**src/rtl/ptab_pkg.sv**
```systemverilog
package ptab_pkg;
    typedef enum logic [2:0] {
        OP_HOLD  = 3'd0,
        OP_STEP  = 3'd1,
        OP_TABLE = 3'd2,
        OP_CALL  = 3'd3,
        OP_RET   = 3'd4,
        OP_IRQ   = 3'd5,
        OP_IRET  = 3'd6
    } op_e;

    typedef enum logic [1:0] {
        SEL_PT  = 2'd0,
        SEL_PR  = 2'd1,
        SEL_PI  = 2'd2,
        SEL_OFS = 2'd3
    } sel_e;

    localparam int SEG_ROM  = 0;
    localparam int SEG_RAM  = 1;
    localparam int SEG_EROM = 2;
    localparam int NSEG     = 3;
endpackage

```
**src/rtl/ptab_adder.sv**
```systemverilog
module ptab_adder #(
    parameter int AW = 16
) (
    input  logic [AW-1:0] opa,
    input  logic [AW-1:0] opb,
    output logic [AW-1:0] sum
);
    assign sum = opa + opb;
endmodule

```
**src/rtl/ptab_seq.sv**
```systemverilog
module ptab_seq
    import ptab_pkg::*;
#(
    parameter int AW = 16
) (
    input  logic          clk,
    input  logic          rst,
    input  logic [2:0]    op,
    input  logic [AW-1:0] tgt_addr,
    input  logic          bus_we,
    input  logic [1:0]    bus_sel,
    input  logic [AW-1:0] bus_wdata,
    output logic [AW-1:0] bus_rdata,
    output logic [AW-1:0] xaddr
);
    logic [AW-1:0] pc_q, pt_q, pr_q, pi_q, ofs_q;
    logic [AW-1:0] add_a, add_b, add_s;
    op_e           cmd;
    sel_e          sel;

    assign cmd = op_e'(op);
    assign sel = sel_e'(bus_sel);

    ptab_adder #(.AW(AW)) u_add (.opa(add_a), .opb(add_b), .sum(add_s));

    always_comb begin
        add_a = pc_q;
        add_b = AW'(1);
        xaddr = pc_q;
        unique case (cmd)
            OP_TABLE: begin
                add_a = pt_q;
                add_b = ofs_q;
                xaddr = pt_q;
            end
            default: ;
        endcase
    end

    always_comb begin
        unique case (sel)
            SEL_PT:  bus_rdata = pt_q;
            SEL_PR:  bus_rdata = pr_q;
            SEL_PI:  bus_rdata = pi_q;
            default: bus_rdata = ofs_q;
        endcase
    end

    always_ff @(posedge clk) begin
        if (rst) begin
            pc_q  <= '0;
            pt_q  <= '0;
            pr_q  <= '0;
            pi_q  <= '0;
            ofs_q <= '0;
        end else begin
            unique case (cmd)
                OP_STEP:  pc_q <= add_s;
                OP_TABLE: pt_q <= add_s;
                OP_CALL: begin
                    pr_q <= add_s;
                    pc_q <= tgt_addr;
                end
                OP_RET:   pc_q <= pr_q;
                OP_IRQ: begin
                    pi_q <= pc_q;
                    pc_q <= tgt_addr;
                end
                OP_IRET:  pc_q <= pi_q;
                default:  ;
            endcase
            if (bus_we) begin
                unique case (sel)
                    SEL_PT:  pt_q  <= bus_wdata;
                    SEL_PR:  pr_q  <= bus_wdata;
                    SEL_PI:  pi_q  <= bus_wdata;
                    default: ofs_q <= bus_wdata;
                endcase
            end
        end
    end

    p_pc_step_r2: assert property (@(posedge clk) disable iff (rst)
        (cmd == OP_STEP) |=> (pc_q == AW'($past(pc_q) + AW'(1))));

    p_pt_postmod_r3: assert property (@(posedge clk) disable iff (rst)
        (cmd == OP_TABLE && !(bus_we && sel == SEL_PT))
        |=> (pt_q == AW'($past(pt_q) + $past(ofs_q))));

    p_pc_hold_table_r3: assert property (@(posedge clk) disable iff (rst)
        (cmd == OP_TABLE) |=> $stable(pc_q));

    p_irq_save_r8: assert property (@(posedge clk) disable iff (rst)
        (cmd == OP_IRQ && !(bus_we && sel == SEL_PI)) |=> (pi_q == $past(pc_q)));
endmodule

```
**src/rtl/ptab_decode.sv**
```systemverilog
module ptab_decode
    import ptab_pkg::*;
#(
    parameter int AW     = 16,
    parameter int NBANK  = 4,
    parameter int BANK_W = 10
) (
    input  logic             clk,
    input  logic             rst,
    input  logic             map_we,
    input  logic [1:0]       map_wdata,
    input  logic [AW-1:0]    addr,
    output logic [NSEG-1:0]  seg_en,
    output logic [NBANK-1:0] bank_en
);
    localparam int          IDX_W  = (NBANK > 1) ? $clog2(NBANK) : 1;
    localparam logic [AW:0] RAMSZ  = (AW+1)'(NBANK) << BANK_W;
    localparam logic [AW:0] HALF   = (AW+1)'(1) << (AW-1);
    localparam logic [AW:0] TOP    = (AW+1)'(1) << AW;

    logic [1:0]    map_q;
    logic [AW:0]   base, off;
    logic          in_ram, upper;
    logic [IDX_W-1:0] bidx;

    always_ff @(posedge clk) begin
        if (rst)         map_q <= '0;
        else if (map_we) map_q <= map_wdata;
    end

    always_comb begin
        unique case (map_q)
            2'd0:    base = HALF;
            2'd1:    base = '0;
            2'd2:    base = HALF;
            default: base = TOP - RAMSZ;
        endcase
        off    = {1'b0, addr} - base;
        in_ram = ({1'b0, addr} >= base) && (off < RAMSZ);
        upper  = addr[AW-1];
        bidx   = IDX_W'(off >> BANK_W);
        seg_en = '0;
        if (in_ram) begin
            seg_en[SEG_RAM] = 1'b1;
        end else begin
            unique case (map_q)
                2'd1, 2'd2: seg_en[upper ? SEG_ROM : SEG_EROM] = 1'b1;
                default:    seg_en[upper ? SEG_EROM : SEG_ROM] = 1'b1;
            endcase
        end
    end

    for (genvar k = 0; k < NBANK; k++) begin : g_bank
        assign bank_en[k] = in_ram && (bidx == IDX_W'(k));
    end

    p_seg_onehot_r10: assert property (@(posedge clk) disable iff (rst)
        $countones(seg_en) == 1);

    p_bank_onehot_r11: assert property (@(posedge clk) disable iff (rst)
        $onehot0(bank_en) && ((bank_en != '0) == seg_en[SEG_RAM]));
endmodule

```
**src/rtl/ptab_addr_gen.sv**
```systemverilog
module ptab_addr_gen
    import ptab_pkg::*;
#(
    parameter int AW     = 16,
    parameter int NBANK  = 4,
    parameter int BANK_W = 10
) (
    input  logic             clk,
    input  logic             rst,
    input  logic [2:0]       op,
    input  logic [AW-1:0]    tgt_addr,
    input  logic             bus_we,
    input  logic [1:0]       bus_sel,
    input  logic [AW-1:0]    bus_wdata,
    output logic [AW-1:0]    bus_rdata,
    input  logic             map_we,
    input  logic [1:0]       map_wdata,
    output logic [AW-1:0]    xaddr,
    output logic [NSEG-1:0]  seg_en,
    output logic [NBANK-1:0] bank_en
);
    ptab_seq #(.AW(AW)) u_seq (
        .clk(clk), .rst(rst), .op(op), .tgt_addr(tgt_addr),
        .bus_we(bus_we), .bus_sel(bus_sel), .bus_wdata(bus_wdata),
        .bus_rdata(bus_rdata), .xaddr(xaddr)
    );

    ptab_decode #(.AW(AW), .NBANK(NBANK), .BANK_W(BANK_W)) u_dec (
        .clk(clk), .rst(rst), .map_we(map_we), .map_wdata(map_wdata),
        .addr(xaddr), .seg_en(seg_en), .bank_en(bank_en)
    );
endmodule

```
**config.mk**
```make
export PLATFORM = sky130hd
export DESIGN_NAME = ptab_addr_gen
export DESIGN_NICKNAME = d
export VERILOG_FILES = /design/src/rtl/ptab_pkg.sv /design/src/rtl/ptab_adder.sv /design/src/rtl/ptab_seq.sv /design/src/rtl/ptab_decode.sv /design/src/rtl/ptab_addr_gen.sv
export SDC_FILE = /design/constraint.sdc
export NUM_CORES = 1
export LEC_CHECK = 0
export ABC_AREA = 1
export BUFFER_PORTS_ARGS = -buffer_cell sky130_fd_sc_hd__buf_2
export CORE_ASPECT_RATIO = 1.1
export CORE_UTILIZATION = 63
export DETAILED_ROUTE_END_ITERATION = 8
export PLACE_DENSITY = 0.87
export SYNTH_ARGS = -nofsm -noshare
export SYNTH_HDL_FRONTEND = slang
export SYNTH_SLANG_ARGS = --single-unit
```
**constraint.sdc**
```tcl
create_clock -name clk -period 7.9 [get_ports clk]
set_input_delay 0.79 -clock clk [delete_from_list [all_inputs] [get_ports clk]]
set_output_delay 0.79 -clock clk [all_outputs]
set_load 0.02 [all_outputs]
```
==> flow_metrics.tcl, run 1 <==
set metrics [dict create \
    endpoint_kind "primary output" \
    r2r_setup_slack_ns 5.11 \
    cts_buffers 9 \
    worst_ep_required_time_ns 7.11 \
    synthArstFlopShare_pct 0 \
    avgSynthCellArea_um2 6.48 \
    row_count 35 \
    drtAntennaViolNets 0 \
    die_h_um 100 \
    dr.pass1.iters 5 \
    synth_ff_type "dfxtp_1" \
    crit_fanout 39 \
    dp_cells 1009 \
    drv_cap 0 \
    holdPathEnd "u_seq.pc_q[12]$_SDFFE_PP0P_" \
    cts.sink_count 82 \
    yosysMostFrequentCell "nand2_1" \
    grt_remaining_overflow 0 \
    antenna_found_initial 0 \
    cts_tree "built" \
    worstReg2RegStart "u_seq.pt_q[1]$_SDFF_PP0_" \
    clk_pin_slew_ns 0.09 \
    grt_pass1_vias 5790 \
    yosysTopAreaCell "dfxtp_1" \
    dr.first_iter.drc_count 801 \
    port_buffers 81 \
    cts_hold_buf 0 \
    wl_um 17700 \
    power_density_nw_per_um2 167 \
    hpwl_um 12000 \
    fin_crit_ns 5.32 \
    pin_count 82 \
    cts-root-buf "clkbuf_8" \
    ys_types 45 \
    worst_r2r_path_depth 12 \
    synthAdderAreaFrac_pct 5.01 \
    cpPeakStageDelay_ns 0.85 \
    synthesis.area_um2 5550 \
    synthTopCellsByCount "159 x nand2_1, 127 x inv_1, 122 x o21ai_0" \
    r2r-end "u_seq.pc_q[12]$_SDFFE_PP0P_" \
    crit_type "input pin to primary output" \
    clock.fmax_mhz 188 \
    drcViolationCount 0 \
    synthToLayoutAreaGrowth_pct 10.3 \
    synth_seq_cells 82 \
    run_status "finished, final reports clean" \
    vdd_drop_max_mv 0.138 \
    relSlewSlack_pct 22.6 \
    routedWlPerCell_um 17.3 \
    min_path_cells 2 \
    synth_top_family_by_area "compound AO/OA/AOI/OAI gates" \
    grt_max_degree 40 \
    clock_skew_ns 0.00987 \
    yosys_warnings 0 \
    final_nets 973 \
    synth_compound_area_share_pct 28.7 \
    drive_gt1_share_pct 14.8 \
    leakage_nw 2.85 \
    setup.worst_path.start "op[2]" \
    final_cells 1025 \
    worst_pin_slew_ns 1.16 \
    hp-class "flop to flop" \
    cts_setup_buffers 0 \
    synth_xor_area_share_pct 2.16 \
    final_util_pct 72.4 \
    drv_slew 0 \
    worstHoldStart "u_seq.pc_q[12]$_SDFFE_PP0P_" \
    core_area_um2 8450 \
    syn_nets 920 \
    synth_mux_area_share_pct 0.203 \
    diodes 0 \
    clock_path_buffers 2 \
    hold_violations 0 \
    post-route-period-util_pct 67.4 \
    crit_path_start_kind "input pin" \
    cts_resized 0 \
    route.vias.total 6297 \
    total_power_w 0.00102 \
    synth-seq-area-share_pct 29.6 \
    grtUsageTotal_pct 39.2 \
    synth_edf_count 0 \
    ys_top_cells_by_area "dfxtp_1 30%, o21ai_0 11%, nand2_1 11%" \
    vias_per_cell 6.14 \
    synth_top_area_share_pct 29.6 \
    syn_inst 856 \
    grt_first_pass_wirelength_um 28200 \
    die_w_um 91.5 \
    critPathArrivalTime_ns 4.53 \
    critPathSlowestCell "inv_2" \
    hold_ws_ns 0.483 \
    clock_latency_ns 0.38 \
    report.final.setup_viol 0 \
    gp_congestion 1.00 \
    synth-simple-area-share_pct 21.6 \
    start_util_pct 65.7 \
    rsz0062_at_grt "no" \
    setup_tns_ns 0 \
    path_cells "buf_2, inv_2, nand3_2, inv_2, o21ai_0, fa_1, xor2_1, nor3_1, nand2_2, nor3_1, buf_2" \
    h-tree-depth 3 \
    die_area_um2 9190 \
]
## critical path: cells and delay by family
family	cells	cell delay [ns]
simple gates	4	1.25
fa+ha+maj	1	0.55
xor+xnor	1	0.17
buf+inv	4	1.31
compound gates	1	0.42
## cell type report
class	count	area, um^2
Multi-Input combinational cell	594	3210
Fill cell	734	2330
Sequential cell	82	1640
Inverter	135	507
Timing Repair Buffer	87	450
Tap cell	111	139
Clock buffer	9	124
Clock inverter	7	52.6
## layout by cell type, fill, tap and decap left out, types with 7 or more instances in the layout
master    count
nand2_1     159
inv_1       127
o21ai_0     122
a21oi_1      88
dfxtp_1      82
buf_2        81
nor2_1       53
nand3_1      35
ha_1         19
a31oi_1      18
a221oi_1     17
o22ai_1       9
clkbuf_8      9
inv_2         7
nand2_2       7
xor2_1        7
nor3_1        7
## per-stage QoR
stage / area (um^2) / setup WS [ns]
6_report: 6120 / 2.58
3_5_place_dp: 5940 / 2.66
4_1_cts: 6120 / 2.66
2_1_floorplan: 5550 / 3.57
3_3_place_gp: 5940 / 2.96
5_1_grt: 6120 / 2.32
## power breakdown
part / total [W] / internal, W / switching (W)
combinational: 0.000266 / 0.0000847 / 0.000181
clock: 0.000294 / 0.000117 / 0.000177
sequential: 0.000460 / 0.000442 / 0.0000178
## flip-flops by register name, summed over array words and instances (netlist names)
name,cells
u_dec.map_q,2
u_seq.pr_q,16
u_seq.pi_q,16
u_seq.pc_q,16
u_seq.pt_q,16
u_seq.ofs_q,16
## kinds of logic after synthesis
family / Yosys count
compound gates: 282
buf+inv: 180
xor+xnor: 12
flops: 82
mux: 1
simple gates: 278
fa+ha+maj: 21
## how the worst max path moves through the flow
stage	endpoint	slack, ns	depth (start not counted)
finish	bank_en[1]	2.58	11
global route	bank_en[1]	2.32	11
detailed placement	bank_en[1]	2.66	11
global placement	bank_en[2]	2.96	11
CTS	bank_en[1]	2.66	11
floorplan	bank_en[0]	3.57	13
## metal layers
metal	vias up	GRT usage (%)	part of all wire, %
met4	0	21.2	3.9
met1	2818	51.0	39
met5	-	0	0
li1	2960	-	-
met2	448	61.0	44
met3	71	8.03	13
(Power assumes the default switching activity.)
==> run 2, diff against run 1 <==
Settings changed: CORE_UTILIZATION 63 to 58, PLACE_DENSITY 0.87 to 0.81.
Clock period 7.9 ns to 5.1 ns, I/O delays scaled along.
==> run 2 against run 1 <==
Sequential share of layout area fell by 0.16 points; final cell count increased by 0.78%; clock skew is essentially flat.
==> flow_metrics.tcl, run 2 (synthesis gave the netlist of run 1 again) <==
set metrics [dict create \
    critPathArrivalTime_ns 3.59 \
    rsz0062_at_grt "no" \
    cts_buffers 9 \
    routedWlPerCell_um 18.5 \
    dr.first_iter.drc_count 646 \
    report.final.setup_viol 0 \
    grt_pass1_vias 6099 \
    die_h_um 105 \
    min_path_cells 3 \
    drive_gt1_share_pct 14.8 \
    pin_count 82 \
    grt_first_pass_wirelength_um 30100 \
    setup_tns_ns 0 \
    synthToLayoutAreaGrowth_pct 11.0 \
    grtUsageTotal_pct 39.9 \
    worst_ep_required_time_ns 4.59 \
    port_buffers 81 \
    dr.pass1.iters 5 \
    die_w_um 95.3 \
    post-route-period-util_pct 80.5 \
    crit_path_start_kind "input pin" \
    fin_crit_ns 4.10 \
    grt_remaining_overflow 0 \
    layout_common_cells "159 x nand2_1, 127 x inv_1, 122 x o21ai_0" \
    hp-class "input pin to flop" \
    antenna_found_initial 1 \
    r2r_setup_slack_ns 2.54 \
    wl_met2_um 8790 \
    drcViolationCount 0 \
    route.vias.total 6440 \
    clock_latency_ns 0.37 \
    final_common_cell "nand2_1" \
    start_util_pct 59.6 \
    nFillCells 888 \
    endpoint_kind "primary output" \
    leakage_nw 2.86 \
    hold_ws_ns 0.365 \
    clk_pin_slew_ns 0.09 \
    crit_type "input pin to primary output" \
    grt_max_degree 40 \
    vias_per_cell 6.23 \
    m1WireLength_um 6880 \
    cts_setup_buffers 0 \
    wl_met3_um 2220 \
    drv_slew 0 \
    hpwl_um 13000 \
    gp_congestion 0.969 \
    worst_r2r_path_depth 12 \
    drv_cap 0 \
    top_layer_used "met4" \
    vdd_drop_max_mv 0.150 \
    wl_um 19100 \
    cts_resized 0 \
    clock.fmax_mhz 244 \
    run_status "finished, final reports clean" \
    die_area_um2 9960 \
    cts-root-buf "clkbuf_8" \
    worst_pin_slew_ns 1.26 \
    cts.sink_count 82 \
    hold_violations 0 \
    clock_path_buffers 2 \
    power_density_nw_per_um2 263 \
    core_area_um2 9310 \
    crit_fanout 39 \
    drtAntennaViolNets 0 \
    cts_hold_buf 0 \
    clock_skew_ns 0.00999 \
    h-tree-depth 3 \
    final_nets 974 \
    relSlewSlack_pct 16.1 \
    row_count 37 \
    cts_tree "built" \
]
-- run 2: changes by cell type in the layout (fill, tap and decap cells not counted), sizes merged --
cell	change
inv	-3
clkbuf	+2
buf	+1
bufinv	+1
clkinv	+1
clkinvlp	-1
diode	+1
-- run 2: stage by stage --
stage	utilization [%]	instance area [um^2]	cells	worst slack [ns]	total power, W
finish	66.2	6160	1033	0.995	0.00162
global route	66.1	6150	1032	0.741	0.00169
CTS	66.1	6150	1032	1.02	0.00161
detailed placement	64.0	5960	1016	1.02	0.00113
global placement	64.0	5960	1016	1.22	0.00112
floorplan	-	5550	856	1.33	0.00100
-- run 2: worst paths after layout --
check                                                  from                           to
worst min register to register  u_seq.pc_q[13]$_SDFFE_PP0P_  u_seq.pc_q[13]$_SDFFE_PP0P_
worst min-delay path                           map_wdata[0]  u_dec.map_q[0]$_SDFFE_PP0P_
worst max register to register    u_seq.pt_q[10]$_SDFF_PP0_  u_seq.pc_q[15]$_SDFFE_PP0P_
worst max-delay path                                  op[2]                   bank_en[3]
-- run 2: report_power, final --
part | internal [W] | switching, W | total, W | leakage [nW]
clock | 0.000238 | 0.000248 | 0.000487 | 0.103
combinational | 0.000131 | 0.000290 | 0.000421 | 2.09
sequential | 0.000684 | 0.0000279 | 0.000712 | 0.673
total | 0.00105 | 0.000566 | 0.00162 | 2.86
-- run 2: layout make-up --
class | instances | area [um^2] | area share, %
antenna | 1 | 2.50 | 0.0406
clock buffer | 11 | 141 | 2.30
clock inverter | 5 | 53.8 | 0.874
inverter | 135 | 507 | 8.23
multi-input combinational | 594 | 3210 | 52.1
sequential | 82 | 1640 | 26.7
tap | 117 | 146 | 2.38
timing repair buffer | 88 | 458 | 7.44
-- run 2: worst max-delay path: stages --
cell and delay [ns]:
buf_2 0.12, inv_2 0.14, nand3_2 0.37, inv_2 0.66
o21ai_0 0.37, fa_1 0.53, xor2_1 0.18, nor3_1 0.20
nand2_2 0.14, nor3_1 0.17, buf_2 0.20
-- run 2: routing by layer --
layer	vias up	GRT usage, %
li1	2978	-
met1	2932	47.5
met2	425	61.1
met3	105	10.4
met4	0	28.5
met5	-	0
==> run 3, diff against run 2 <==
Settings changed: CORE_UTILIZATION 58 to 52, PLACE_DENSITY 0.81 to 0.77.
Clock period 5.1 ns to 3.3 ns, I/O delays scaled along.
==> run 3 against run 2 <==
Sequential cell count unchanged; largest power group unchanged; clock skew down 0.0029 ns; wire length down 1.5%; highest routed layer unchanged; largest cell class unchanged; sequential share of layout area down 1.0 points.
==> flow_metrics.tcl, run 3 (synthesis gave the netlist of run 1 again) <==
set metrics [dict create \
    final_common_cell "nand2_1" \
    grt_remaining_overflow 0 \
    regArea_um2 1640 \
    vias_per_cell 5.88 \
    antenna_found_initial 0 \
    core_area_um2 10400 \
    cts-root-buf "clkbuf_16" \
    hp-class "input pin to flop" \
    drv_slew 0 \
    dp_cells 1056 \
    pin_count 82 \
    die_area_um2 11100 \
    cts_setup_buffers 0 \
    post-route-period-util_pct 92.3 \
    worstReg2RegStart "u_seq.pc_q[2]$_SDFFE_PP0P_" \
    grtUsageTotal_pct 34.5 \
    vdd_drop_max_mv 0.282 \
    cts_resized 0 \
    drv_cap 0 \
    cts_hold_buf 0 \
    crit_fanout 26 \
    synthToLayoutAreaGrowth_pct 15.4 \
    worst_pin_slew_ns 0.928 \
    clk_pin_slew_ns 0.06 \
    die_h_um 110 \
    worstHoldStart "map_wdata[0]" \
    layout_common_cells "159 x nand2_1, 127 x inv_1, 121 x o21ai_0" \
    final_nets 988 \
    cts_tree "built" \
    hpwl_um 13300 \
    crit_path_start_kind "input pin" \
    report.final.setup_viol 0 \
    critPathSlowestCell "inv_2" \
    clock_path_buffers 2 \
    setup.worst_path.start "op[0]" \
    clock.fmax_mhz 328 \
    endpoint_kind "primary output" \
    relSlewSlack_pct 38.1 \
    die_w_um 100 \
    setup_tns_ns 0 \
    row_count 39 \
    clock_skew_ns 0.00711 \
    port_buffers 81 \
    grt_pass1_vias 5482 \
    crit_type "input pin to primary output" \
    run_status "finished, final reports clean" \
    path_cells "buf_2, inv_2, nand3_2, inv_2, nand2_1, o21ai_1, fa_1, a21oi_1, o21bai_1, nand2_1, nor3_1, nand2_2, nor3_1, buf_2" \
    hold_violations 0 \
    leakage_nw 2.98 \
    dr.first_iter.drc_count 778 \
    clock_latency_ns 0.34 \
    grt_max_degree 53 \
    cpPeakStageDelay_ns 0.34 \
    final_util_pct 61.6 \
    route.vias.total 6299 \
    fin_crit_ns 3.04 \
    cts_buffers 9 \
    routedWlPerCell_um 17.6 \
    gp_congestion 0.914 \
    cts.sink_count 82 \
    multi_input_area_um2 3200 \
    critPathArrivalTime_ns 2.71 \
    rsz0062_at_grt "no" \
    wl_um 18800 \
    drtAntennaViolNets 0 \
    diodes 0 \
    h-tree-depth 3 \
    worst_ep_required_time_ns 2.97 \
    power_density_nw_per_um2 436 \
    nFillCells 991 \
    grt_first_pass_wirelength_um 28900 \
    drcViolationCount 0 \
    drive_gt1_share_pct 16.0 \
    dr.pass1.iters 6 \
    start_util_pct 53.4 \
    final_cells 1072 \
]
[run 3: worst paths after layout]
check / endpoint / slack, ns / depth (start not counted)
max: bank_en[2] / 0.26 / 14
min: u_dec.map_q[0]$_SDFFE_PP0P_ / 0.22 / 3
max reg2reg: u_seq.pr_q[11]$_SDFF_PP0_ / 0.77 / 12
min reg2reg: u_seq.ofs_q[8]$_SDFFE_PP0P_ / 0.47 / 2
[run 3: where the power goes]
| part | switching, W | internal (W) |
|---|---|---|
| clock network | 0.000435 | 0.000585 |
| logic | 0.000456 | 0.000216 |
| registers | 0.0000431 | 0.00106 |
| total | 0.000934 | 0.00186 |
[run 3: routing by layer]
| layer | up-vias | track usage, % | share of wire, % |
|---|---|---|---|
| met5 | - | 0 | 0 |
| met4 | 0 | 12.9 | 3.1 |
| met3 | 56 | 9.27 | 12 |
| met2 | 409 | 51.4 | 43 |
| met1 | 2841 | 47.5 | 43 |
| li1 | 2993 | - | - |
[run 3: area by class of cell]
class,instances,share of cell area [%]
Multi-Input combinational cell,594,50.0
Sequential cell,82,25.6
Timing Repair Buffer,102,8.99
Inverter,135,7.91
Clock buffer,9,3.52
Tap cell,143,2.79
Clock inverter,7,1.09
[run 3: per-stage QoR]
step / power (W) / hold WS, ns / setup slack (ns) / area (um^2)
global route: 0.00291 / 0.253 / 0.0600 / 6400
finish: 0.00279 / 0.217 / 0.255 / 6400
floorplan: 0.00155 / 0.439 / 0.0997 / 5550
detailed placement: 0.00177 / 0.461 / 0.241 / 6110
global placement: 0.00176 / 0.454 / 0.377 / 6110
CTS: 0.00276 / 0.219 / 0.282 / 6400
[run 3: critical path: cells and delay by family]
family,cells,cell delay (ns)
buffers and inverters,4,0.76
AND/OR/NAND/NOR,6,0.78
AO/OA/AOI/OAI,3,0.54
adder cells (fa/ha/maj),1,0.31
